[config.mk]
export PLATFORM = sky130hd
export DESIGN_NAME = scl_clk_gen
export DESIGN_NICKNAME = d
export VERILOG_FILES = /design/src/rtl/scl_gen_pkg.sv /design/src/rtl/scl_phase_calc.sv /design/src/rtl/scl_phase_fsm.sv /design/src/rtl/scl_clk_gen.sv
export SDC_FILE = /design/constraint.sdc
export NUM_CORES = 1
export LEC_CHECK = 0
export ABC_AREA = 1
export BUFFER_PORTS_ARGS = -buffer_cell sky130_fd_sc_hd__buf_2
export CAP_MARGIN = 10
export CORE_ASPECT_RATIO = 1.75
export CORE_MARGIN = 5
export CORE_UTILIZATION = 50
export DETAILED_ROUTE_END_ITERATION = 10
export PLACE_DENSITY = 0.74
export SYNTH_ARGS = -nofsm -noshare
export SYNTH_HDL_FRONTEND = slang
export SYNTH_SLANG_ARGS = --single-unit
[constraint.sdc]
create_clock -name clk_i -period 2.3 [get_ports clk_i]
set_input_delay 0.115 -clock clk_i [delete_from_list [all_inputs] [get_ports clk_i]]
set_output_delay 0.115 -clock clk_i [all_outputs]
set_load 0.1 [all_outputs]
[src/rtl/scl_gen_pkg.sv]
package scl_gen_pkg;
  typedef enum logic [1:0] {
    PH_IDLE = 2'd0,
    PH_LOW  = 2'd1,
    PH_RISE = 2'd2,
    PH_HIGH = 2'd3
  } phase_e;
endpackage

[src/rtl/scl_phase_calc.sv]
module scl_phase_calc #(
  parameter int DIV_W   = 12,
  parameter int STD_MIN = 4,
  localparam int CNT_W  = DIV_W + 4
) (
  input  logic [DIV_W-1:0] div_i,
  input  logic             fast_i,
  input  logic             duty_i,
  output logic [CNT_W-1:0] low_len_o,
  output logic [CNT_W-1:0] high_len_o
);
  logic [CNT_W-1:0] div_ext, base;

  assign div_ext = {4'b0, div_i};

  // clamp to the smallest legal divider of the selected mode
  always_comb begin
    if (!fast_i) base = (div_ext < CNT_W'(STD_MIN)) ? CNT_W'(STD_MIN) : div_ext;
    else         base = (div_ext == '0) ? CNT_W'(1) : div_ext;
  end

  always_comb begin
    if (!fast_i) begin
      low_len_o  = base;
      high_len_o = base;
    end else if (!duty_i) begin
      low_len_o  = base << 1;
      high_len_o = base;
    end else begin
      low_len_o  = base << 4;
      high_len_o = (base << 3) + base;
    end
  end
endmodule

[src/rtl/scl_phase_fsm.sv]
module scl_phase_fsm
  import scl_gen_pkg::*;
#(
  parameter int CNT_W  = 16,
  parameter int RISE_W = 6
) (
  input  logic              clk_i,
  input  logic              rst_ni,
  input  logic              en_i,
  input  logic              scl_i,
  input  logic [CNT_W-1:0]  low_len_i,
  input  logic [CNT_W-1:0]  high_len_i,
  input  logic [RISE_W-1:0] rise_i,
  output logic              scl_low_o,
  output logic              lo_tick_o,
  output logic              hi_tick_o
);
  phase_e           phase_q;
  logic [CNT_W-1:0] cnt_q;
  logic [CNT_W-1:0] rise_ext;
  logic             guard_done;

  assign rise_ext   = {{(CNT_W-RISE_W){1'b0}}, rise_i};
  assign guard_done = cnt_q >= rise_ext;

  always_ff @(posedge clk_i or negedge rst_ni) begin
    if (!rst_ni) begin
      phase_q <= PH_IDLE;
      cnt_q   <= '0;
    end else if (!en_i) begin
      phase_q <= PH_IDLE;
      cnt_q   <= '0;
    end else begin
      unique case (phase_q)
        PH_IDLE: begin
          phase_q <= PH_LOW;
          cnt_q   <= '0;
        end
        PH_LOW: begin
          if (cnt_q == low_len_i - 1'b1) begin
            phase_q <= PH_RISE;
            cnt_q   <= '0;
          end else cnt_q <= cnt_q + 1'b1;
        end
        PH_RISE: begin
          // guard first, then wait for the line to read high (stretching)
          if (guard_done && scl_i) begin
            phase_q <= PH_HIGH;
            cnt_q   <= '0;
          end else if (!guard_done) cnt_q <= cnt_q + 1'b1;
        end
        PH_HIGH: begin
          if (cnt_q == high_len_i - 1'b1) begin
            phase_q <= PH_LOW;
            cnt_q   <= '0;
          end else cnt_q <= cnt_q + 1'b1;
        end
        default: begin
          phase_q <= PH_IDLE;
          cnt_q   <= '0;
        end
      endcase
    end
  end

  assign scl_low_o = (phase_q == PH_LOW);
  assign lo_tick_o = (phase_q == PH_LOW)  && (cnt_q == '0);
  assign hi_tick_o = (phase_q == PH_HIGH) && (cnt_q == '0);
endmodule

[src/rtl/scl_clk_gen.sv]
module scl_clk_gen #(
  parameter int DIV_W  = 12,
  parameter int RISE_W = 6,
  localparam int CNT_W = DIV_W + 4
) (
  input  logic              clk_i,
  input  logic              rst_ni,
  input  logic              en_i,
  input  logic [DIV_W-1:0]  div_i,
  input  logic              fast_i,
  input  logic              duty_i,
  input  logic [RISE_W-1:0] rise_i,
  input  logic              scl_i,
  output logic              scl_low_o,
  output logic              lo_tick_o,
  output logic              hi_tick_o
);
  logic [CNT_W-1:0] low_len, high_len;

  scl_phase_calc #(.DIV_W(DIV_W)) u_calc (
    .div_i      (div_i),
    .fast_i     (fast_i),
    .duty_i     (duty_i),
    .low_len_o  (low_len),
    .high_len_o (high_len)
  );

  scl_phase_fsm #(.CNT_W(CNT_W), .RISE_W(RISE_W)) u_fsm (
    .clk_i      (clk_i),
    .rst_ni     (rst_ni),
    .en_i       (en_i),
    .scl_i      (scl_i),
    .low_len_i  (low_len),
    .high_len_i (high_len),
    .rise_i     (rise_i),
    .scl_low_o  (scl_low_o),
    .lo_tick_o  (lo_tick_o),
    .hi_tick_o  (hi_tick_o)
  );
endmodule

==> qor.txt, run 1 <==
status: finished with violations
failing checks: negative setup slack
CTS clk-pin slew, worst paths: 50 ps
DIE WIDTH: 73.2 microns
Post-Place Worst Slack: -1310 ps
Sink Count: 18
max cap viols: 0
gpl congestion: 0.929
Reg-to-Reg Start: u_fsm.cnt_q[1]
Post-synth EDFFs: 0
cell count after synthesis: 579
die area: 8820 sq um
final hold vios: 0
Finished Layout Cells: 791
Critical Path Fanout Max: 15
TritonCTS clock tree: yes
PortBufs: 26
R2R Setup Slk: -200 ps
wire length of the first global-routing pass: 17.5 mm
static leakage: 0.00251 uW
worst setup path category: input port to register
syn avg cell area: 6.03 sq um
clk buf depth: 2
post-DR vias/cell: 5.27
Finish-stage setup viols: 18
slowest CP cell: o21ai_4
total number of yosys warnings: 0
Netlist cell types: 49
hpwl dp: 8.56 mm
Pwr Total: 2040 uW
Top delay family on crit path: simple AND/OR/NAND/NOR gates
number of buffers created by CTS: 3
Setup crit end kind: register
Site Rows: 40
CTS root buffer: clkbuf_16
total routed wirelength: 10.7 mm
vias: 4166
later-pin clock latency in the skew report: 250 ps
worst min path class: input port to register
WL/cell: 13.5 microns
Iteration-0 DRC Markers: 338
fill cell count: 563
vias in the first global route: 4121
Slew Viols, Final: 0
Detailed Routing Iterations Pass 1: 4
synth-to-layout area growth: 40.4%
main flop type after synthesis: dfrtp_1
Tmin final: 3130 ps
syn_nets: 625
Power Density: 415 nW/um^2
Hold Crit Start: en_i
Slew @ Worst Pin: 477 ps
Starting Density: 0.509
FFs w/ async S/R, synth: 1.00
Die Span Y: 121 microns
initial antenna violation count: 0
Buf/Inv on CP: 5
crit-path max cell delay: 210 ps
Worst Setup SP: div_i[4]
Setup WS post-layout: -833 ps
fin nets: 754
num ports: 27
RSZ-0062 raised after global routing: true
gr usage total: 0.242
Tcrit/Tclk final: 1.36
Max VDD drop: 0.894 mV
Max Freq: 319 MHz
sequential share of the synthesized area: 0.129
Synth Register Bits: 18
dpl cells: 778
startpoint types: input port
core box area: 6860 sq um
CP Data Arrival Time: 3260 ps
CTS H-tree depth: 1
share of cells above drive strength 1: 0.342
pin count of the biggest net entering global routing: 19
Req. time, crit path: 2430 ps
setup_tns: -14390 ps
GRT overflow: 0
post-synthesis cell area: 3490 sq um
Final Skew: 2.74 ps
drc violations: 0
Post-DRT Antenna Nets: 0
n_diodes: 0
Max transition margin: 0.679
## final cells by class
class,instances,area (sq um),share of cell area
multi-input combinational,454,2850,0.582
clock buffer,4,88.8,0.0181
timing repair buffer,142,1060,0.217
sequential,18,450,0.0919
inverter,89,342,0.0697
tap,84,105,0.0214
## worst register-to-register path, cell delays in order (launching register included)
cell and delay, ps:
dfrtp_1 410, inv_1 110, nor3_1 220, inv_1 70
nor3_1 250, nand2_1 80, nor2_1 90, inv_1 50
nor2_1 80, inv_1 60, nor3_1 120, inv_1 80
nor2_1 150, nand3_1 120, nor3_1 190, xor2_1 200
o21ai_1 90
## state kept, by name (all words and copies together), names as in the netlist
name / cells
u_fsm.phase_q: 2
u_fsm.cnt_q: 16
## metal layers
metal	vias to the layer above	GRT usage	wire length [microns]
met5	-	0	0
met4	0	0.106	353
met3	25	0.00749	318
met2	106	0.469	5940
met1	1928	0.257	4030
li1	2107	-	-
## layout by cell type, fill, tap and decap left out, types with 7 or more instances in the layout
cell type / n
nand4_1: 12
nor3_1: 7
nor2_2: 8
dfrtp_1: 18
ha_1: 20
buf_2: 19
o21ai_2: 13
nand3_1: 50
buf_4: 113
nand2_1: 144
nand2_2: 18
a21oi_1: 12
nor2_4: 11
nand3_2: 9
inv_2: 10
xor2_1: 35
o21ai_1: 9
nor2_1: 48
inv_1: 77
## metrics by stage
| step | utilization | area (sq um) | hold slack, ps |
|---|---|---|---|
| global route | 0.715 | 4900 | 148 |
| detailed placement | 0.660 | 4520 | 72.6 |
| floorplan | - | 3570 | -181 |
| CTS | 0.697 | 4780 | 118 |
| global placement | 0.660 | 4520 | 77.2 |
| finish | 0.715 | 4900 | 118 |
## cell families after synthesis
| family | after synthesis | share of synthesized area |
|---|---|---|
| mux | 1 | 0.00287 |
| flops | 18 | 0.129 |
| simple gates | 326 | 0.434 |
| xor+xnor | 41 | 0.107 |
| compound gates | 64 | 0.126 |
| buf+inv | 107 | 0.122 |
| fa+ha+maj | 22 | 0.0788 |
## path summary, 6_finish.rpt
kind                               endpoint  cells after the start
max                         u_fsm.cnt_q[15]                     31
min                        u_fsm.phase_q[1]                      3
max reg2reg                 u_fsm.cnt_q[15]                     16
min reg2reg                  u_fsm.cnt_q[7]                      2
max in group asynchronous    u_fsm.cnt_q[8]                      2
min in group asynchronous   u_fsm.cnt_q[14]                      2
## synth_stat cells, types with 2 or more instances
cell      count  area [sq um]
nand2_4       5          56.3
xor2_1       35           307
nand3_1      59           295
o21ai_2      10          87.6
nand2_1     153           574
inv_2         8          30.0
xnor2_1       5          43.8
nor2_2        3          18.8
clkbuf_1     13          48.8
nand4_1      12          75.1
a21oi_1      12          60.1
buf_2         2          10.0
nand3_4       2          35.0
nand3b_1      3          22.5
nand2_2      10          62.6
ha_1         22           275
o21ai_0      14          70.1
inv_1        80           300
nand3_2       2          20.0
nor3_1        7          35.0
o22ai_1       2          12.5
o221ai_1      5          43.8
o21bai_1      2          15.0
o21ai_1       6          30.0
nor2_1       60           225
nor2_4        4          45.0
a21oi_2       4          35.0
dfrtp_1      18           450
## power breakdown
| part | total [uW] | internal, uW | switching, uW |
|---|---|---|---|
| Clock | 382 | 265 | 118 |
| Sequential | 364 | 341 | 23.8 |
| Combinational | 1290 | 521 | 769 |
## repair_timing
item,CTS,global route
setup endpoints to repair,18,19
hold buffers,1,0
endpoints found under the hold margin,18,0
resized for setup,30,27
setup buffers,5,3
pin swaps,28,36
No activity file was read; power rests on OpenSTA's default activity.
==> inputs of run 2 (changes only) <==
--- a/config.mk
+++ b/config.mk
@@ -5,7 +5,6 @@
 export SDC_FILE = /design/constraint.sdc
 export NUM_CORES = 1
 export LEC_CHECK = 0
-export ABC_AREA = 1
 export BUFFER_PORTS_ARGS = -buffer_cell sky130_fd_sc_hd__buf_2
 export CAP_MARGIN = 10
 export CORE_ASPECT_RATIO = 1.75
@@ -16,3 +15,4 @@
 export SYNTH_ARGS = -nofsm -noshare
 export SYNTH_HDL_FRONTEND = slang
 export SYNTH_SLANG_ARGS = --single-unit
+export TNS_END_PERCENT = 30
==> run 2 against run 1 <==
The run still ends with negative setup slack left; final area increased by 1.4%; power decreased by 2.7%; final cell count decreased by 13%; critical path depth decreased by 14; count of clock-buffer cells in the layout unchanged; worst setup slack got worse by 590 ps; sequential power decreased by 5%; highest routed layer unchanged; wire length increased by 15%; sequential cell count unchanged.
==> qor.txt, run 2 <==
Buf/Inv on CP: 3 (-2)
Slew Viols, Final: 0 (unchanged)
max reg flops: 16 (unchanged)
final hold vios: 0 (unchanged)
ranking of synthesized cells by area: dfrtp_1 12%, ha_1 7.4%, xnor2_1 5.9%
Post-synth EDFFs: 0 (unchanged)
Slew @ Worst Pin: 652 ps (+175 ps)
Setup crit end kind: register
share of cells above drive strength 1: 0.344 (+0.00156)
Starting Density: 0.515 (+0.00548)
WL/cell: 17.8 microns (+32%)
max cap viols: 0 (unchanged)
gpl congestion: 0.982 (+5.6%)
static leakage: 0.00219 uW (-13%)
vias: 4342 (+4.2%)
most frequent cells after synthesis: 44 x nor2_1, 30 x nand2_1, 29 x clkbuf_1
post-synthesis cell area: 3720 sq um (+6.6%)
vias in the first global route: 4482 (+8.8%)
n_diodes: 0 (unchanged)
Max transition margin: 0.561 (-0.118)
slowest CP cell: or3b_1
DIE WIDTH: 75.2 microns (+2.8%)
most common cell in the synthesized netlist: nor2_1
fin nets: 649 (-14%)
Site Rows: 41 (+2.5%)
cell count after synthesis: 494 (-15%)
CP Data Arrival Time: 3860 ps (+600 ps)
largest reg by FF count: u_fsm.cnt_q
worst min path class: input port to register
setup_tns: -24080 ps (-9690 ps)
Top delay family on crit path: simple AND/OR/NAND/NOR gates
initial antenna violation count: 0 (unchanged)
failing checks: negative setup slack
wire length of the first global-routing pass: 20.1 mm (+15%)
crit-path max cell delay: 420 ps (+210 ps)
worst setup path category: input port to register
syn avg cell area: 7.54 sq um (+25%)
Die Span Y: 124 microns (+3.0%)
PortBufs: 26 (unchanged)
largest registers: u_fsm.cnt_q: 16 flops, u_fsm.phase_q: 2 flops
num ports: 27 (unchanged)
most common cell after layout, fill and taps aside: buf_4
clk buf depth: 2 (unchanged)
register area: 450 sq um (unchanged)
FFs w/ async S/R, synth: 1.00 (unchanged)
most frequent cell on the critical path: a221o_1
number of buffers created by CTS: 3 (unchanged)
Tcrit/Tclk final: 1.62 (+0.257)
GRT overflow: 0 (unchanged)
worst hold slack: 152 ps (+33.6 ps)
sequential share of the synthesized area: 0.121 (-0.00802)
cell taking the most area after synthesis: dfrtp_1
CTS clk-pin slew, worst paths: 50 ps (about the same)
total number of yosys warnings: 0 (unchanged)
later-pin clock latency in the skew report: 250 ps (about the same)
Cell Area, Placed: 4750 sq um (+5.1%)
total routed wirelength: 12.2 mm (+15%)
TritonCTS clock tree: yes
Critical Path Fanout Max: 6 (-9)
pin count of the biggest net entering global routing: 26 (+7)
post-layout util: 0.688 (-0.0275)
Final Skew: 4.03 ps (+1.29 ps)
Iteration-0 DRC Markers: 249 (-26%)
Post-DRT Antenna Nets: 0 (unchanged)
RSZ-0062 raised after global routing: true
main flop type after synthesis: dfrtp_1
syn_nets: 540 (-14%)
Tmin final: 3720 ps (+591 ps)
most frequent cells in the layout: 119 x buf_4, 43 x nor2_1, 30 x nand2_1, 25 x xnor2_1
share of the synthesized area in the top cell type: 0.121 (-0.0435)
core box area: 7230 sq um (+5.5%)
fill cell count: 561 (-0.36%)
Final Cell Area: 4970 sq um (+1.4%)
Setup WS post-layout: -1420 ps (-591 ps)
Netlist cell types: 88 (+80%)
Max Freq: 269 MHz (-16%)
startpoint types: input port
drc violations: 0 (unchanged)
Synth Register Bits: 18 (unchanged)
Pwr Total: 1980 uW (-2.7%)
Sink Count: 18 (unchanged)
Power Density: 398 nW/um^2 (-4.0%)
area of the multi-input gates: 3130 sq um (+9.8%)
worst-path cell chain: buf_6 -> nor4_4 -> nand3_2 -> buf_4 -> and3_1 -> inv_1 -> ha_1 -> nand3_1 -> or3b_1 -> nor4_1 -> mux2_2 -> a221o_1 -> a2111oi_4 -> o22ai_4 -> o2111ai_4 -> nor2_4 -> a221o_1
hpwl dp: 9.66 mm (+13%)
post-DR vias/cell: 6.31 (+20%)
status: finished with violations
CTS root buffer: clkbuf_16
Detailed Routing Iterations Pass 1: 4 (unchanged)
Req. time, crit path: 2430 ps (about the same)
synth-to-layout area growth: 33.6%
gr usage total: 0.273 (+0.0316)
CTS H-tree depth: 1 (unchanged)
Max VDD drop: 0.573 mV (-36%)
Finish-stage setup viols: 18 (unchanged)
die area: 9340 sq um (+5.9%)
[run 2: area by class of cell]
class	instances	area share
clock buffers	4	0.0179
inverters	21	0.0158
multi-input cells	410	0.630
flip-flops and latches	18	0.0906
well taps	86	0.0216
repair buffers	149	0.224
[run 2: kinds of logic after synthesis]
group | after synthesis | synth area share
buf+inv | 66 | 0.0749
flops | 18 | 0.121
mux | 22 | 0.0612
simple gates | 197 | 0.292
xor+xnor | 37 | 0.0870
fa+ha+maj | 23 | 0.0766
compound gates | 131 | 0.287
[run 2: final timing paths]
| check | startpoint | to | slack [ps] | depth (start not counted) |
|---|---|---|---|---|
| min in group asynchronous | rst_ni | u_fsm.phase_q[0] | 320 | 2 |
| setup / recovery | div_i[11] | u_fsm.cnt_q[15] | -1420 | 17 |
| hold / removal | en_i | u_fsm.phase_q[0] | 150 | 2 |
| max in group asynchronous | rst_ni | u_fsm.cnt_q[10] | 1680 | 2 |
| hold reg to reg | u_fsm.phase_q[0] | u_fsm.phase_q[0] | 640 | 2 |
| setup reg to reg | u_fsm.cnt_q[0] | u_fsm.cnt_q[15] | -1340 | 13 |
[run 2: power by group]
part / total [uW] / internal [uW] / switching (uW)
combinational: 1250 / 518 / 728
sequential: 347 / 335 / 12.0
clock: 388 / 265 / 123
[run 2: per-stage QoR]
stage	std cells	setup slack (ps)
2_1_floorplan	494	-1400
3_3_place_gp	680	-1750
3_5_place_dp	680	-1860
4_1_cts	688	-1420
5_1_grt	688	-1640
6_report	688	-1420
[run 2: timing repair]
| action | CTS | global route |
|---|---|---|
| hold buffers | 1 | 0 |
| pin swaps | 7 | 4 |
| hold endpoints to repair | 18 | 0 |
| resized for setup | 17 | 9 |
| setup endpoints to repair | 18 | 18 |
| setup buffers | 3 | 0 |
[run 2: metal layers]
layer | global-route usage | vias up | share of wire
met5 | 0 | - | 0
met1 | 0.284 | 2076 | 0.35
met4 | 0.175 | 0 | 0.065
met3 | 0.0210 | 63 | 0.041
li1 | - | 2057 | -
met2 | 0.504 | 146 | 0.54
==> inputs of run 3 (changes only) <==
--- a/config.mk
+++ b/config.mk
@@ -11,7 +11,7 @@
 export CORE_MARGIN = 5
 export CORE_UTILIZATION = 50
 export DETAILED_ROUTE_END_ITERATION = 10
-export PLACE_DENSITY = 0.74
+export PLACE_DENSITY = 0.71
 export SYNTH_ARGS = -nofsm -noshare
 export SYNTH_HDL_FRONTEND = slang
 export SYNTH_SLANG_ARGS = --single-unit
==> constraint.sdc (replaced) <==
create_clock -name clk_i -period 4.15 [get_ports clk_i]
set_input_delay 0.2075 -clock clk_i [delete_from_list [all_inputs] [get_ports clk_i]]
set_output_delay 0.2075 -clock clk_i [all_outputs]
set_load 0.1 [all_outputs]
==> run 3 against run 2 <==
The flow now finishes without violations; hold slack gained 98 ps; via count shrank 9.4%; sequential share of layout area up 1.3 points; critical path depth rose by 2; clock skew decreased by 2.1 ps.
==> qor.txt, run 3 (synthesis gave the netlist of run 2 again) <==
CTS H-tree depth: 1 (unchanged)
Tcrit/Tclk final: 0.954
pin count of the biggest net entering global routing: 26 (unchanged)
hpwl dp: 8.75 mm (-9.4%)
die area: 9340 sq um (unchanged)
Setup WS post-layout: 192 ps (+1620 ps)
core box area: 7230 sq um (unchanged)
Max VDD drop: 0.294 mV (-49%)
vias: 3936 (-9.4%)
clk buf depth: 2 (unchanged)
Finish-stage setup viols: 0 (-18)
Top delay family on crit path: compound AO/OA/AOI/OAI gates
CP Data Arrival Time: 4100 ps (+240 ps)
drc violations: 0 (unchanged)
Worst path depth: 19 (+2)
Slew @ Worst Pin: 719 ps (+66.8 ps)
n_diodes: 0 (unchanged)
most frequent cells in the layout: 51 x buf_4, 43 x nor2_1, 30 x nand2_1, 26 x buf_2, 24 x xnor2_1
crit-path max cell delay: 450 ps (+30 ps)
Worst Setup EP: u_fsm.cnt_q[2]
worst min path class: input port to register
R2R cell count: 14 (+1)
WL/cell: 17.7 microns (-0.46%)
startpoint types: input port
final hold vios: 0 (unchanged)
R2R Setup Slk: 540 ps (+1880 ps)
Detailed Routing Iterations Pass 1: 4 (unchanged)
max reg flops: 16 (unchanged)
largest reg by FF count: u_fsm.cnt_q
largest registers: u_fsm.cnt_q: 16 flops, u_fsm.phase_q: 2 flops
total routed wirelength: 10.9 mm (-11%)
most common cell after layout, fill and taps aside: buf_4
worst-path cell chain: buf_2 -> nor4_4 -> buf_4 -> and3_1 -> nor2_1 -> a21oi_1 -> ha_1 -> nand3_1 -> or3b_1 -> buf_4 -> nor2_1 -> nand3_1 -> a31o_2 -> a2111oi_4 -> o22ai_2 -> o2111ai_4 -> buf_6 -> o21ai_0 -> a22o_1
slowest CP cell: a2111oi_4
max cap viols: 0 (unchanged)
Post-DRT Antenna Nets: 0 (unchanged)
Buf/Inv on CP: 4 (+1)
later-pin clock latency in the skew report: 250 ps (about the same)
GRT overflow: 0 (unchanged)
fin nets: 579 (-11%)
CTS clk-pin slew, worst paths: 60 ps (about the same)
DIE WIDTH: 75.2 microns (unchanged)
share of cells above drive strength 1: 0.244 (-0.0995)
Setup crit end kind: register
Power Density: 228 nW/um^2 (-43%)
reg-to-reg endpoint: u_fsm.cnt_q[2]
Max transition margin: 0.518 (-0.0426)
Slew Viols, Final: 0 (unchanged)
post-layout util: 0.600 (-0.0879)
vias in the first global route: 3938 (-12%)
synth-to-layout area growth: 16.5%
Starting Density: 0.515 (unchanged)
wire length of the first global-routing pass: 18.3 mm (-9.2%)
PortBufs: 26 (unchanged)
gpl congestion: 0.915 (-6.8%)
num ports: 27 (unchanged)
Max Freq: 253 MHz
post-DR vias/cell: 6.37 (+0.92%)
Sink Count: 18 (unchanged)
Site Rows: 41 (unchanged)
Req. time, crit path: 4290 ps (+1860 ps)
gr usage total: 0.246 (-0.0277)
number of buffers created by CTS: 3 (unchanged)
TritonCTS clock tree: yes
Worst Setup SP: div_i[4]
Cell Area, Placed: 4160 sq um (-13%)
Final Cell Area: 4340 sq um (-13%)
Post-Place Worst Slack: -285 ps (+1570 ps)
status: completed
CTS root buffer: clkbuf_16
static leakage: 0.00183 uW (-17%)
Iteration-0 DRC Markers: 247 (-0.80%)
Reg-to-Reg Start: u_fsm.cnt_q[0]
worst setup path category: input port to register
Critical Path Fanout Max: 6 (unchanged)
Die Span Y: 124 microns (unchanged)
Final Skew: 1.94 ps (-2.09 ps)
Tmin final: 3960 ps
initial antenna violation count: 0 (unchanged)
## run 3: cell types whose count changed in the layout (fill, tap and decap cells not counted), moves of 2 or more
cell     previous run  this run
buf_2              22        26
o21ai_2             4         0
buf_4             119        51
buf_6               4         1
o21ai_0            16        19
buf_12              2         0
## run 3: report_power, final
part	leakage [uW]	switching (uW)	internal [uW]
clock	0.0000442	69.7	147
combinational	0.00153	364	211
sequential	0.000249	9.41	186
## run 3: layer usage
metal  up-vias  part of all wire  track usage
met4         0             0.045        0.101
li1       1915                 -            -
met3        41             0.030       0.0121
met2        99              0.55        0.463
met1      1881              0.37        0.276
met5         -                 0            0
## run 3: what timing repair did
item                                    in CTS  in global routing
setup buffers                                0                  1
hold buffers                                 1                  0
endpoints found under the setup margin      10                 18
pin swaps                                    0                  6
resized for setup                            2                 13
hold endpoints to repair                    18                  0
## run 3: final cells by class
class	instances	area, sq um
Multi-Input combinational cell	410	3080
Fill cell	699	2900
Timing Repair Buffer	79	534
Sequential cell	18	450
Tap cell	86	108
Clock buffer	4	88.8
Inverter	21	78.8
## run 3: metrics by stage
stage               cells  TNS [ps]  total power (uW)  hold WS [ps]
floorplan             494         0               614         -88.1
global route          618     -1.42              1050           257
global placement      612     -2580               744           154
finish                618         0               987           249
detailed placement    612     -3910               758           161
CTS                   617         0               975           254
## run 3: worst min path at each step
| stage | start | to | cells past startpoint |
|---|---|---|---|
| 6_report | en_i | u_fsm.phase_q[0] | 2 |
| 3_3_place_gp | rst_ni | u_fsm.phase_q[1] | 1 |
| 2_1_floorplan | rst_ni | u_fsm.cnt_q[0] | 0 |
| 4_1_cts | en_i | u_fsm.phase_q[0] | 2 |
| 5_1_grt | en_i | u_fsm.phase_q[0] | 2 |
| 3_5_place_dp | rst_ni | u_fsm.phase_q[1] | 1 |
## run 3: worst reg2reg max path, delay by kind of cell, from the launching register on
kind / cells / cell delay (ps)
adder cells (fa/ha/maj): 1 / 290
AND/OR/NAND/NOR: 1 / 90
AO/OA/AOI/OAI: 10 / 2470
flip-flops: 1 / 360
buffers and inverters: 2 / 280
